==> src/rtl/hobf_pkg.sv <==
package hobf_pkg;

  localparam int BLK_W    = 64;
  localparam int KEY_W    = 80;
  localparam int TS_W     = 32;
  localparam int FLAG_W   = 8;
  localparam int RC_INJ_W = 9;

  typedef enum logic [1:0] {
    CORE_IDLE = 2'd0,
    CORE_EXP  = 2'd1,
    CORE_RUN  = 2'd2,
    CORE_DONE = 2'd3
  } core_state_t;

  localparam logic [1:0] PAD_TWO  = 2'd1;
  localparam logic [1:0] PAD_FOUR = 2'd2;

  function automatic logic [3:0] sbox4(input logic [3:0] x);
    case (x)
      4'h0: sbox4 = 4'hC;  4'h1: sbox4 = 4'h5;  4'h2: sbox4 = 4'h6;  4'h3: sbox4 = 4'hB;
      4'h4: sbox4 = 4'h9;  4'h5: sbox4 = 4'h0;  4'h6: sbox4 = 4'hA;  4'h7: sbox4 = 4'hD;
      4'h8: sbox4 = 4'h3;  4'h9: sbox4 = 4'hE;  4'hA: sbox4 = 4'hF;  4'hB: sbox4 = 4'h8;
      4'hC: sbox4 = 4'h4;  4'hD: sbox4 = 4'h7;  4'hE: sbox4 = 4'h1;  default: sbox4 = 4'h2;
    endcase
  endfunction

  // inverse found by search over the forward table
  function automatic logic [3:0] inv_sbox4(input logic [3:0] y);
    inv_sbox4 = 4'h0;
    for (int v = 0; v < 16; v++)
      if (sbox4(4'(v)) == y) inv_sbox4 = 4'(v);
  endfunction

  function automatic logic [BLK_W-1:0] sub_layer(input logic [BLK_W-1:0] x);
    for (int i = 0; i < BLK_W/4; i++) sub_layer[4*i +: 4] = sbox4(x[4*i +: 4]);
  endfunction

  function automatic logic [BLK_W-1:0] inv_sub_layer(input logic [BLK_W-1:0] x);
    for (int i = 0; i < BLK_W/4; i++) inv_sub_layer[4*i +: 4] = inv_sbox4(x[4*i +: 4]);
  endfunction

  function automatic int perm_pos(input int i);
    perm_pos = (i == BLK_W-1) ? i : (i * 16) % (BLK_W-1);
  endfunction

  function automatic logic [BLK_W-1:0] perm_layer(input logic [BLK_W-1:0] x);
    for (int i = 0; i < BLK_W; i++) perm_layer[perm_pos(i)] = x[i];
  endfunction

  function automatic logic [BLK_W-1:0] inv_perm_layer(input logic [BLK_W-1:0] x);
    for (int i = 0; i < BLK_W; i++) inv_perm_layer[i] = x[perm_pos(i)];
  endfunction

  // forward key step for round r
  function automatic logic [KEY_W-1:0] key_step(input logic [KEY_W-1:0] k,
                                                input logic [RC_INJ_W-1:0] r);
    logic [KEY_W-1:0] t;
    t = {k[18:0], k[79:19]};
    t[79:76] = sbox4(t[79:76]);
    t[23:15] = t[23:15] ^ r;
    key_step = t;
  endfunction

  // undoes key_step for the same round r
  function automatic logic [KEY_W-1:0] key_unstep(input logic [KEY_W-1:0] k,
                                                  input logic [RC_INJ_W-1:0] r);
    logic [KEY_W-1:0] t;
    t = k;
    t[23:15] = t[23:15] ^ r;
    t[79:76] = inv_sbox4(t[79:76]);
    key_unstep = {t[60:0], t[79:61]};
  endfunction

endpackage

==> src/rtl/hobf_prefetch_buf.sv <==
module hobf_prefetch_buf #(
  parameter int W = 73
) (
  input  logic         clk,
  input  logic         rst,
  input  logic         push,
  input  logic         pop,
  input  logic [W-1:0] din,
  output logic         full,
  output logic [W-1:0] dout
);

  always_ff @(posedge clk) begin
    if (rst) begin
      full <= 1'b0;
      dout <= '0;
    end else if (push) begin
      full <= 1'b1;
      dout <= din;
    end else if (pop) begin
      full <= 1'b0;
    end
  end

  // a waiting block is neither lost nor altered until the engine takes it
  p_prefetch_hold_r9: assert property (@(posedge clk) disable iff (rst)
    (full && !pop) |=> (full && $stable(dout)));

endmodule

==> src/rtl/hobf_cipher_core.sv <==
module hobf_cipher_core
  import hobf_pkg::*;
#(
  parameter int RW         = 9,
  parameter int MAX_ROUNDS = 482,
  parameter int SIDE_W     = 9
) (
  input  logic              clk,
  input  logic              rst,
  input  logic              start,
  input  logic              dec,
  input  logic [RW-1:0]     nrounds,
  input  logic [KEY_W-1:0]  key,
  input  logic [BLK_W-1:0]  blk,
  input  logic [SIDE_W-1:0] side,
  output logic              idle,
  output logic              res_valid,
  input  logic              res_ready,
  output logic [BLK_W-1:0]  res_data,
  output logic [SIDE_W-1:0] res_side
);

  localparam logic [RW-1:0] ONE = RW'(1);

  core_state_t       st_q;
  logic [BLK_W-1:0]  s_q;
  logic [KEY_W-1:0]  k_q;
  logic [RW-1:0]     r_q;
  logic [RW-1:0]     n_q;
  logic              dec_q;
  logic [SIDE_W-1:0] side_q;

  logic [KEY_W-1:0]  k_fwd, k_bwd;
  logic [BLK_W-1:0]  enc_nxt, dec_nxt;

  always_comb begin
    k_fwd   = key_step(k_q, RC_INJ_W'(r_q));
    k_bwd   = key_unstep(k_q, RC_INJ_W'(r_q));
    enc_nxt = perm_layer(sub_layer(s_q ^ k_q[KEY_W-1:KEY_W-BLK_W]));
    dec_nxt = inv_sub_layer(inv_perm_layer(s_q)) ^ k_bwd[KEY_W-1:KEY_W-BLK_W];
  end

  always_ff @(posedge clk) begin
    if (rst) begin
      st_q   <= CORE_IDLE;
      s_q    <= '0;
      k_q    <= '0;
      r_q    <= '0;
      n_q    <= '0;
      dec_q  <= 1'b0;
      side_q <= '0;
    end else begin
      case (st_q)
        CORE_IDLE: if (start) begin
          s_q    <= blk;
          k_q    <= key;
          n_q    <= nrounds;
          r_q    <= ONE;
          dec_q  <= dec;
          side_q <= side;
          st_q   <= dec ? CORE_EXP : CORE_RUN;
        end
        CORE_EXP: begin
          // walk the schedule forward to the last round key
          k_q <= k_fwd;
          if (r_q == n_q) begin
            s_q  <= s_q ^ k_fwd[KEY_W-1:KEY_W-BLK_W];
            st_q <= CORE_RUN;
          end else begin
            r_q <= r_q + ONE;
          end
        end
        CORE_RUN: begin
          if (!dec_q) begin
            k_q <= k_fwd;
            if (r_q == n_q) begin
              s_q  <= enc_nxt ^ k_fwd[KEY_W-1:KEY_W-BLK_W];
              st_q <= CORE_DONE;
            end else begin
              s_q <= enc_nxt;
              r_q <= r_q + ONE;
            end
          end else begin
            k_q <= k_bwd;
            s_q <= dec_nxt;
            if (r_q == ONE) st_q <= CORE_DONE;
            else            r_q  <= r_q - ONE;
          end
        end
        default: if (res_ready) st_q <= CORE_IDLE;
      endcase
    end
  end

  assign idle      = (st_q == CORE_IDLE);
  assign res_valid = (st_q == CORE_DONE);
  assign res_data  = s_q;
  assign res_side  = side_q;

  p_out_stable_r10: assert property (@(posedge clk) disable iff (rst)
    (res_valid && !res_ready) |=> (res_valid && $stable(res_data) && $stable(res_side)));

  p_start_when_idle_r9: assert property (@(posedge clk) disable iff (rst)
    start |-> (st_q == CORE_IDLE));

  p_round_in_range_r5: assert property (@(posedge clk) disable iff (rst)
    (st_q == CORE_EXP || st_q == CORE_RUN) |-> (r_q >= ONE && r_q <= n_q));

  p_count_bounded_r5: assert property (@(posedge clk) disable iff (rst)
    (st_q != CORE_IDLE) |-> (n_q >= ONE && n_q <= RW'(MAX_ROUNDS)));

endmodule

==> src/rtl/hobf_frame_ctrl.sv <==
module hobf_frame_ctrl
  import hobf_pkg::*;
#(
  parameter int HR_W     = 6,
  parameter int PR_W     = 10,
  parameter int RW       = 9,
  parameter int HDR_DEF  = 8,
  parameter int HDR_MAX  = 32,
  parameter int PAY_DEF  = 8,
  parameter int PAY_MAX  = 482
) (
  input  logic             clk,
  input  logic             rst,
  input  logic             frame_start,
  input  logic             cfg_decrypt,
  input  logic [1:0]       cfg_pad,
  input  logic [HR_W-1:0]  cfg_hdr_rounds,
  input  logic [PR_W-1:0]  cfg_pay_rounds,
  input  logic [KEY_W-1:0] psk,
  input  logic             push,
  output logic             tag_hdr,
  input  logic             buf_full,
  input  logic             buf_hdr,
  input  logic [BLK_W-1:0] buf_data,
  input  logic             core_idle,
  output logic             start,
  output logic             eng_dec,
  output logic [RW-1:0]    eng_rounds,
  output logic [KEY_W-1:0] eng_key,
  output logic [BLK_W-1:0] eng_blk,
  input  logic             res_fire,
  input  logic             res_hdr,
  input  logic [TS_W-1:0]  res_ts
);

  logic             hdr_pending;
  logic             dec_q;
  logic [1:0]       pad_q;
  logic [RW-1:0]    hdr_n_q, pay_n_q;
  logic [KEY_W-1:0] psk_q;
  logic [TS_W-1:0]  ts_q;
  logic [RW-1:0]    hdr_eff, pay_eff;

  // round counts: zero picks the default, large values saturate
  always_comb begin
    if (cfg_hdr_rounds == '0)                       hdr_eff = RW'(HDR_DEF);
    else if (cfg_hdr_rounds > HR_W'(HDR_MAX))       hdr_eff = RW'(HDR_MAX);
    else                                            hdr_eff = RW'(cfg_hdr_rounds);
    if (cfg_pay_rounds == '0)                       pay_eff = RW'(PAY_DEF);
    else if (cfg_pay_rounds > PR_W'(PAY_MAX))       pay_eff = RW'(PAY_MAX);
    else                                            pay_eff = RW'(cfg_pay_rounds);
  end

  always_ff @(posedge clk) begin
    if (rst) begin
      hdr_pending <= 1'b1;
      dec_q       <= 1'b0;
      pad_q       <= 2'd0;
      hdr_n_q     <= RW'(HDR_DEF);
      pay_n_q     <= RW'(PAY_DEF);
      psk_q       <= '0;
    end else begin
      if (frame_start) begin
        hdr_pending <= 1'b1;
        dec_q       <= cfg_decrypt;
        pad_q       <= cfg_pad;
        hdr_n_q     <= hdr_eff;
        pay_n_q     <= pay_eff;
        psk_q       <= psk;
      end else if (push) begin
        hdr_pending <= 1'b0;
      end
    end
  end

  // transmit learns the timestamp from the plaintext header,
  // receive from the deciphered one
  always_ff @(posedge clk) begin
    if (rst) begin
      ts_q <= '0;
    end else if (start && buf_hdr && !dec_q) begin
      ts_q <= buf_data[TS_W-1:0];
    end else if (res_fire && res_hdr && dec_q) begin
      ts_q <= res_ts;
    end
  end

  assign tag_hdr    = hdr_pending | frame_start;
  assign start      = buf_full & core_idle;
  assign eng_dec    = dec_q;
  assign eng_rounds = buf_hdr ? hdr_n_q : pay_n_q;
  assign eng_key    = buf_hdr ? psk_q : (psk_q ^ {{(KEY_W-TS_W){1'b0}}, ts_q});

  always_comb begin
    eng_blk = buf_data;
    if (!buf_hdr && !dec_q) begin
      if (pad_q == PAD_TWO)       eng_blk = {buf_data[BLK_W-1:16], ts_q[15:0]};
      else if (pad_q == PAD_FOUR) eng_blk = {buf_data[BLK_W-1:TS_W], ts_q};
    end
  end

endmodule

==> src/rtl/hdr_obf_dp.sv <==
module hdr_obf_dp
  import hobf_pkg::*;
#(
  parameter int HDR_DEF_ROUNDS = 8,
  parameter int HDR_MAX_ROUNDS = 32,
  parameter int PAY_DEF_ROUNDS = 8,
  parameter int PAY_MAX_ROUNDS = 482,
  localparam int HR_W   = $clog2(HDR_MAX_ROUNDS) + 1,
  localparam int PR_W   = $clog2(PAY_MAX_ROUNDS) + 1
) (
  input  logic              clk,
  input  logic              rst,
  input  logic              frame_start,
  input  logic              cfg_decrypt,
  input  logic [1:0]        cfg_pad,
  input  logic [HR_W-1:0]   cfg_hdr_rounds,
  input  logic [PR_W-1:0]   cfg_pay_rounds,
  input  logic [KEY_W-1:0]  psk,
  input  logic              in_valid,
  output logic              in_ready,
  input  logic [FLAG_W-1:0] in_flag,
  input  logic [BLK_W-1:0]  in_data,
  output logic              out_valid,
  input  logic              out_ready,
  output logic [FLAG_W-1:0] out_flag,
  output logic              out_hdr,
  output logic [BLK_W-1:0]  out_data
);

  localparam int RW     = $clog2(PAY_MAX_ROUNDS + 1);
  localparam int SIDE_W = 1 + FLAG_W;
  localparam int BUF_W  = SIDE_W + BLK_W;

  logic              push, tag_hdr, buf_full, core_idle, start, res_fire;
  logic [BUF_W-1:0]  buf_q;
  logic              eng_dec;
  logic [RW-1:0]     eng_rounds;
  logic [KEY_W-1:0]  eng_key;
  logic [BLK_W-1:0]  eng_blk;
  logic [SIDE_W-1:0] res_side;

  assign in_ready = ~buf_full;
  assign push     = in_valid & ~buf_full;
  assign res_fire = out_valid & out_ready;

  hobf_prefetch_buf #(.W(BUF_W)) u_buf (
    .clk  (clk),
    .rst  (rst),
    .push (push),
    .pop  (start),
    .din  ({tag_hdr, in_flag, in_data}),
    .full (buf_full),
    .dout (buf_q)
  );

  hobf_frame_ctrl #(
    .HR_W(HR_W), .PR_W(PR_W), .RW(RW),
    .HDR_DEF(HDR_DEF_ROUNDS), .HDR_MAX(HDR_MAX_ROUNDS),
    .PAY_DEF(PAY_DEF_ROUNDS), .PAY_MAX(PAY_MAX_ROUNDS)
  ) u_ctrl (
    .clk            (clk),
    .rst            (rst),
    .frame_start    (frame_start),
    .cfg_decrypt    (cfg_decrypt),
    .cfg_pad        (cfg_pad),
    .cfg_hdr_rounds (cfg_hdr_rounds),
    .cfg_pay_rounds (cfg_pay_rounds),
    .psk            (psk),
    .push           (push),
    .tag_hdr        (tag_hdr),
    .buf_full       (buf_full),
    .buf_hdr        (buf_q[BUF_W-1]),
    .buf_data       (buf_q[BLK_W-1:0]),
    .core_idle      (core_idle),
    .start          (start),
    .eng_dec        (eng_dec),
    .eng_rounds     (eng_rounds),
    .eng_key        (eng_key),
    .eng_blk        (eng_blk),
    .res_fire       (res_fire),
    .res_hdr        (out_hdr),
    .res_ts         (out_data[TS_W-1:0])
  );

  hobf_cipher_core #(
    .RW(RW), .MAX_ROUNDS(PAY_MAX_ROUNDS), .SIDE_W(SIDE_W)
  ) u_core (
    .clk       (clk),
    .rst       (rst),
    .start     (start),
    .dec       (eng_dec),
    .nrounds   (eng_rounds),
    .key       (eng_key),
    .blk       (eng_blk),
    .side      (buf_q[BUF_W-1:BLK_W]),
    .idle      (core_idle),
    .res_valid (out_valid),
    .res_ready (out_ready),
    .res_data  (out_data),
    .res_side  (res_side)
  );

  assign out_hdr  = res_side[SIDE_W-1];
  assign out_flag = res_side[FLAG_W-1:0];

endmodule

==> config.mk <==
export PLATFORM = sky130hd
export DESIGN_NAME = hdr_obf_dp
export DESIGN_NICKNAME = d
export VERILOG_FILES = /design/src/rtl/hobf_pkg.sv /design/src/rtl/hobf_prefetch_buf.sv /design/src/rtl/hobf_cipher_core.sv /design/src/rtl/hobf_frame_ctrl.sv /design/src/rtl/hdr_obf_dp.sv
export SDC_FILE = /design/constraint.sdc
export NUM_CORES = 1
export LEC_CHECK = 0
export ABC_AREA = 0
export ABC_CLOCK_PERIOD_IN_PS = 3550
export BUFFER_PORTS_ARGS = -buffer_cell sky130_fd_sc_hd__buf_4
export CORE_MARGIN = 5
export CORE_UTILIZATION = 50
export CTS_CLUSTER_DIAMETER = 30
export DETAILED_ROUTE_END_ITERATION = 10
export GPL_TIMING_DRIVEN = 1
export HOLD_SLACK_MARGIN = 0.03
export PLACE_DENSITY = 0.68
export SETUP_SLACK_MARGIN = 0.5
export SLEW_MARGIN = 20
export SYNTH_ARGS = -nofsm -noshare
export SYNTH_HDL_FRONTEND = slang
export SYNTH_SLANG_ARGS = --single-unit
export TNS_END_PERCENT = 50
==> constraint.sdc <==
create_clock -name clk -period 3.55 [get_ports clk]
set_input_delay 0.355 -clock clk [delete_from_list [all_inputs] [get_ports clk]]
set_output_delay 0.355 -clock clk [all_outputs]
set_load 0.005 [all_outputs]
# Yosys cells after proc, flatten, opt, wreduce, memory -nomap -nowiden
# Memories as Yosys holds them, arrays and structs flattened. A register that Yosys moved wholly into a read port is not among the register bits.
# Index checks and enable logic that the tools add are counted.
op_classes:
  n_reduce_logical: 37
  n_addsub: 2
  eq_ne: 250
  magnitude_cmp: 2
  mux: 291
  bitwise: 12
ops:
  columns: ["cell", "count"]
  rows:
  - ["$mux W4", 138]
  - ["$eq A4 B4 Y1 const A", 119]
  - ["$eq A3 B4 Y1 const A", 68]
  - ["$mux W64", 4]
  - ["$xor A64 B64 Y64", 4]
  - ["$mux W80", 3]
  - ["$pmux W80 S3", 1]
  - ["$mux W3", 68]
  - ["$pmux W64 S3", 1]
  - ["$mux W32", 5]
  - ["$eq A2 B4 Y1 const A", 34]
  - ["$mux W2", 41]
  - ["$xor A80 B32 Y80", 1]
  - ["$mux W9", 8]
  - ["$eq A1 B4 Y1 const A", 17]
  - ["$logic_not A4 Y1", 17]
  - ["$pmux W9 S3", 1]
  - ["$mux W1", 19]
  - ["$xor A9 B9 Y9", 2]
  - ["$gt A10 B9 Y1 const B", 1]
  - ["$logic_not A10 Y1", 1]
  - ["$add A9 B1 Y9 const B", 1]
  - ["$eq A9 B1 Y1 const B", 1]
  - ["$eq A9 B9 Y1", 1]
  - ["other kinds (24)", 38]
word_totals:
  word_cells: 627
  rom_bits: 1088
  reg_bits: 382
  out_inout_bits: 75
  memories: 17
memory_table:
  columns: ["memory", "words", "word_bits", "read_ports", "rd_clocked_by_memory_dff", "write_ports", "line", "text"]
  rows:
  - ["(no name shown)", 16, 4, 1, 1, 0, "hobf_pkg.sv:20", "case (x)"]
  - ["(no name shown)", 16, 4, 1, 0, 0, "hobf_pkg.sv:20", null]
  - ["(no name shown)", 16, 4, 1, 0, 0, "hobf_pkg.sv:20", null]
  - ["(no name shown)", 16, 4, 1, 0, 0, "hobf_pkg.sv:20", null]
  - ["(no name shown)", 16, 4, 1, 0, 0, "hobf_pkg.sv:20", null]
  - ["(no name shown)", 16, 4, 1, 0, 0, "hobf_pkg.sv:20", null]
  - ["+11 memories", null, null, null, null, null, null, null]

# Longest topological paths before layout
logic_depth:
  depth_word: 20
  mapped_depth: 14

# Cells and area by module
# Synthesis repeated with hierarchy kept, for this count alone.
hier_totals:
  hier_cells: 3383
  area_unflattened_um2: 27513.9
modules_own_cells:
  columns: ["mod", "area_per_inst_um2", "cells_per_inst", "instances"]
  rows:
  - ["hobf_cipher_core", 18345.1, 2454, 1]
  - ["hobf_frame_ctrl", 6480.0, 687, 1]
  - ["hobf_prefetch_buf", 2672.6, 239, 1]
  - ["hdr_obf_dp", 16.3, 3, 1]

# Least setup slack after synthesis
# No wires, ideal clock.
synth_timing:
  path_kind: "reg2reg"
  startpoint: "register u_core.st_q[0]"
  endpoint: "register u_core.k_fwd[78] (netlist name)"
  arrival_time_ps: 2820
  required_time_ps: 3468
  path_slack_ps: 648
  stages_incl_launch_ff: 14
  period_less_slack_ps: 2902
  path_cell_list: "dfxtp_1 -> inv_1 -> ha_1 -> clkbuf_1 -> nand2b_1 -> clkbuf_1 -> nand2_1 -> a221oi_1 -> a2bb2oi_1 -> nor2_1 -> inv_1 -> ha_1 -> or4_1 -> o221ai_1"
synth_between:
  elab_chain_cells: 6
synth_lines:
  columns: ["item", "line", "text"]
  rows:
  - ["start, declared", "hobf_cipher_core.sv:25", "core_state_t st_q;"]
  - ["start signal, assigned", "hobf_cipher_core.sv:61", "st_q <= dec ? CORE_EXP : CORE_RUN;"]
  - ["$logic_not A2 Y1", "hobf_cipher_core.sv:53, hobf_cipher_core.sv:95", null]
  - ["$and A1 B1 Y1", "hobf_frame_ctrl.sv:89", "assign start = buf_full & core_idle;"]
  - ["$ne A2 B2 Y1 (no source line)", null, null]
  - ["$reduce_and A2 Y1 (no source line)", null, null]
  - ["$mux W4 (no source line) * (2 in a row)", null, null]
# Every way passes the cells marked *; elsewhere a longest branch is shown, timed or not.
# A chain may end at the register's enable or synchronous reset.

# Worst setup path in the final report
layout_timing:
  startpoint: "register u_core.st_q[1]"
  endpoint: "register u_core.k_q[68]"
layout_between:
  elab_chain_cells: 4
layout_lines:
  columns: ["item", "line", "text"]
  rows:
  - ["$logic_not A2 Y1", "hobf_cipher_core.sv:53, hobf_cipher_core.sv:95", null]
  - ["$and A1 B1 Y1", "hobf_frame_ctrl.sv:89", null]
  - ["$ne A2 B2 Y1 (no source line)", null, null]
  - ["$reduce_and A2 Y1 (no source line)", null, null]
  - ["end signal, assigned", "hobf_cipher_core.sv:56", "k_q <= key;"]
  - ["end signal, assigned", "hobf_cipher_core.sv:65", "k_q <= k_fwd;"]
  - ["end signal, assigned", "hobf_cipher_core.sv:75", "k_q <= k_fwd;"]
  - ["end, declared", "hobf_cipher_core.sv:27", "logic [KEY_W-1:0] k_q;"]
# Parallel ways exist; a longest one is shown, timed or not.

==> metrics.json <==
{
  "crit_top_cell": "inv_1",
  "synth_top_area_cell": "dfxtp_1",
  "post_route_cells_drive_above_1_share": 0.179,
  "numCtsBuffers": 103,
  "maximum_number_of_pins_on_one_net_before_global_route_repair": 135,
  "gp_congestion": 1.04,
  "detailedPlacementHpwl_um": 90600,
  "drt_first_pass_iters": 7,
  "cts_buffer_depth": 3,
  "syn2layout_area_growth_pct": 30.5,
  "cts_tree": "built",
  "insertion_delay_of_the_later_clocked_pin_in_the_worst_skew_pair_ns": 0.66,
  "worstPathBufferInverterCount": 4,
  "wire_per_inst_um": 29.0,
  "run_status": "complete, no violations",
  "grt_remaining_overflow": 0,
  "power.leakage_nw": 14.1,
  "synth.lib_cells_used.distinct": 76,
  "synth_enable_flop_cells": 0,
  "core_um2": 52300,
  "number_of_nets_in_the_finished_design": 3912,
  "peak_supply_drop_mv": 0.694,
  "post_synthesis_area_per_instance_um2": 7.92,
  "ant_nets": 0,
  "groute.usage.overall": 0.428,
  "wl_um": 128000,
  "cpLargestDelayFamily": "buffers and inverters",
  "hold_violations": 0,
  "floorplan.die.width_um": 239,
  "clkSinkCount": 383,
  "mappedNetlistArea_um2": 26300,
  "crit_arrival_ns": 3.52,
  "finalCritPeriodShare": 0.842,
  "synth_top_cell_area_share": 0.291,
  "fin_crit_period_ns": 2.99,
  "ys_ff_latch": 383,
  "synthesis.instances": 3325,
  "p_total_mw": 36.6,
  "worst_setup_path_end_kind": "flop",
  "number_of_antenna_violations_at_the_first_check_in_global_routing": 5,
  "h-tree-depth": 3,
  "asr_flop_ratio_synth": 0,
  "worst_pin_slew_ns": 1.13,
  "drt_iter0_markers": 3736,
  "power-per-cell-area_nw_per_um2": 1060,
  "fin_setup_tns_ns": 0,
  "hold_class": "input port to flop",
  "ys_top_cells_by_count": "dfxtp_1, nand2_1, nor2_1",
  "timing.max_cap.violations": 0,
  "detailroute.via_count": 28329,
  "cp_slowest_stage_delay_ns": 0.42,
  "worstPathCellList": "inv_1 -> ha_2 -> inv_1 -> nand2_2 -> buf_6 -> buf_4 -> a221oi_1 -> nor3_1 -> a21oi_1 -> nor2_2",
  "clock-skew-final_ns": 0.0369,
  "timing_worst_setup_path_type": "flop to flop",
  "buffer_cell_driving_the_clock_tree_root": "clkbuf_16",
  "grt_pass1_vias": 26639,
  "num_rows": 84,
  "worstSetupStartpointType": "flop",
  "vias_per_cell": 6.41,
  "sequential_element_share_of_the_synthesized_area": 0.291,
  "fill_cells": 4321,
  "synth_top_flop_cell": "dfxtp_1",
  "worst_relative_slew_slack": 0.235,
  "die-area_um2": 57400,
  "synth_top_cells_by_area": "dfxtp_1, xnor2_1, a21oi_1",
  "timing.critical_path.fanout_max": 49,
  "cp.required_ns": 4.08,
  "grt_setup_unrepaired": "true",
  "synth-warning-count": 0,
  "drc_errors": 0,
  "finalMaxSlewViolations": 0,
  "achievable-frequency_ghz": 0.335,
  "worst_path_max_delay_cell": "buf_4",
  "finalSetupViolations": 0,
  "clk_pin_slew_ns": 0.04,
  "port_buffers": 250,
  "boundaryPins": 251,
  "syn-num-nets": 3593,
  "grt_first_pass_wirelength_um": 181000,
  "initial_core_utilization": 0.503,
  "cell_with_the_most_instances_after_synthesis": "dfxtp_1",
  "chipHeight_um": 239
}
-- cells in the final DEF (no fill, tap or decap), types with 16 or more instances in the layout --
master and count:
xnor2_1 206, a21oi_1 314, nand4_1 53, buf_4 394
dfxtp_1 383, o22ai_1 16, o221ai_1 20, mux4_2 32
nand2b_1 34, nand2_1 336, mux2_2 21, a31oi_1 28
a22oi_1 34, dlygate4sd3_1 166, clkinv_2 23, and2_1 17
ha_1 90, mux2i_1 141, a221oi_1 88, clkbuf_16 104
o211ai_1 29, inv_1 80, nor2_1 326, clkbuf_8 21
nor3_1 91, a211oi_1 75, o21ai_0 90, nand3_1 27
xor2_1 157, nor2b_1 52
-- registers in the layout (all words and copies together), names as in the netlist --
signal / cells
u_core.k_q: 80
u_core.st_q: 2
u_ctrl.eng_dec: 1
u_core.r_q: 9
u_core.dec_q: 1
u_core.k_fwd: 4
u_ctrl.ts_q: 32
u_ctrl.psk_q: 80
u_ctrl.hdr_pending: 1
u_ctrl.hdr_n_q: 6
u_buf.full: 1
u_buf.dout: 73
u_core.n_q: 9
u_core.res_data: 64
u_ctrl.pay_n_q: 9
u_core.res_side: 9
u_ctrl.pad_q: 2
-- worst register-to-register path, delay by kind of cell (launching register included) --
| family | cells | cell delay, ns |
|---|---|---|
| flops | 1 | 0.34 |
| compound gates | 2 | 0.28 |
| fa+ha+maj | 1 | 0.41 |
| simple gates | 3 | 0.73 |
| buf+inv | 4 | 1.12 |
-- metal layers --
metal | part of all wire | vias up | GRT usage
met5 | 0.00021 | - | 0
met4 | 0.089 | 4 | 0.301
met3 | 0.11 | 452 | 0.123
met2 | 0.42 | 1822 | 0.631
met1 | 0.38 | 13665 | 0.537
li1 | - | 12386 | -
-- timing repair --
action                     4_1_cts  5_1_grt
hold endpoints to repair       167        0
pin swaps                        0        1
hold buffers                   166        0
gates resized for setup          1        5
buffers inserted                 0        2
setup endpoints to repair        3       16
-- where the power goes --
| part | switching (mW) | internal, mW |
|---|---|---|
| Clock | 3.03 | 6.73 |
| Combinational | 12.5 | 7.50 |
| Sequential | 1.77 | 5.07 |
| Total | 17.3 | 19.3 |
-- cell families (layout without fill, tap and decap cells) --
kind of cell             after synthesis  count (layout)  synth area share
buffers and inverters                435             842            0.0639
flip-flops                           383             383             0.291
AND/OR/NAND/NOR                     1016            1016             0.176
XOR/XNOR                             369             369             0.126
other                                  0               1                 0
AO/OA/AOI/OAI                        836             836             0.210
multiplexers                         194             194            0.0899
adder cells (fa/ha/maj)               92              92            0.0437
-- metrics by stage --
stage          cells  hold WS (ns)  setup WS [ns]  utilization  area (um2)
6_report        4421        0.0464          0.562        0.657       34400
3_5_place_dp    4059         0.440          0.372        0.554       29000
4_1_cts         4418        0.0322          0.387        0.656       34300
5_1_grt         4420        0.0500          0.472        0.657       34400
2_1_floorplan   3325         0.423          0.648            -       26300
3_3_place_gp    4059         0.439          0.341        0.554       29000
-- path summary, 6_finish.rpt --
kind	start	end	slack (ns)	cells past startpoint
setup / recovery	u_core.st_q[1]	u_core.k_q[68]	0.56	10
hold / removal	cfg_hdr_rounds[0]	u_ctrl.hdr_n_q[0]	0.05	3
setup reg to reg	u_core.st_q[1]	u_core.k_q[68]	0.56	10
hold reg to reg	u_ctrl.hdr_pending	u_ctrl.hdr_pending	0.44	2
-- cell type report --
cell class              instances  area [um2]  share of cell area
flip-flops and latches        383        7670               0.223
inverters                      81         307             0.00892
diodes                          1        2.50           0.0000728
clock inverters                58         762              0.0222
repair buffers                568        4760               0.138
clock buffers                 135        2930              0.0852
well taps                     688         861              0.0251
multi-input cells            2507       17100               0.497
Note: power is estimated with default switching activity, not from simulation.
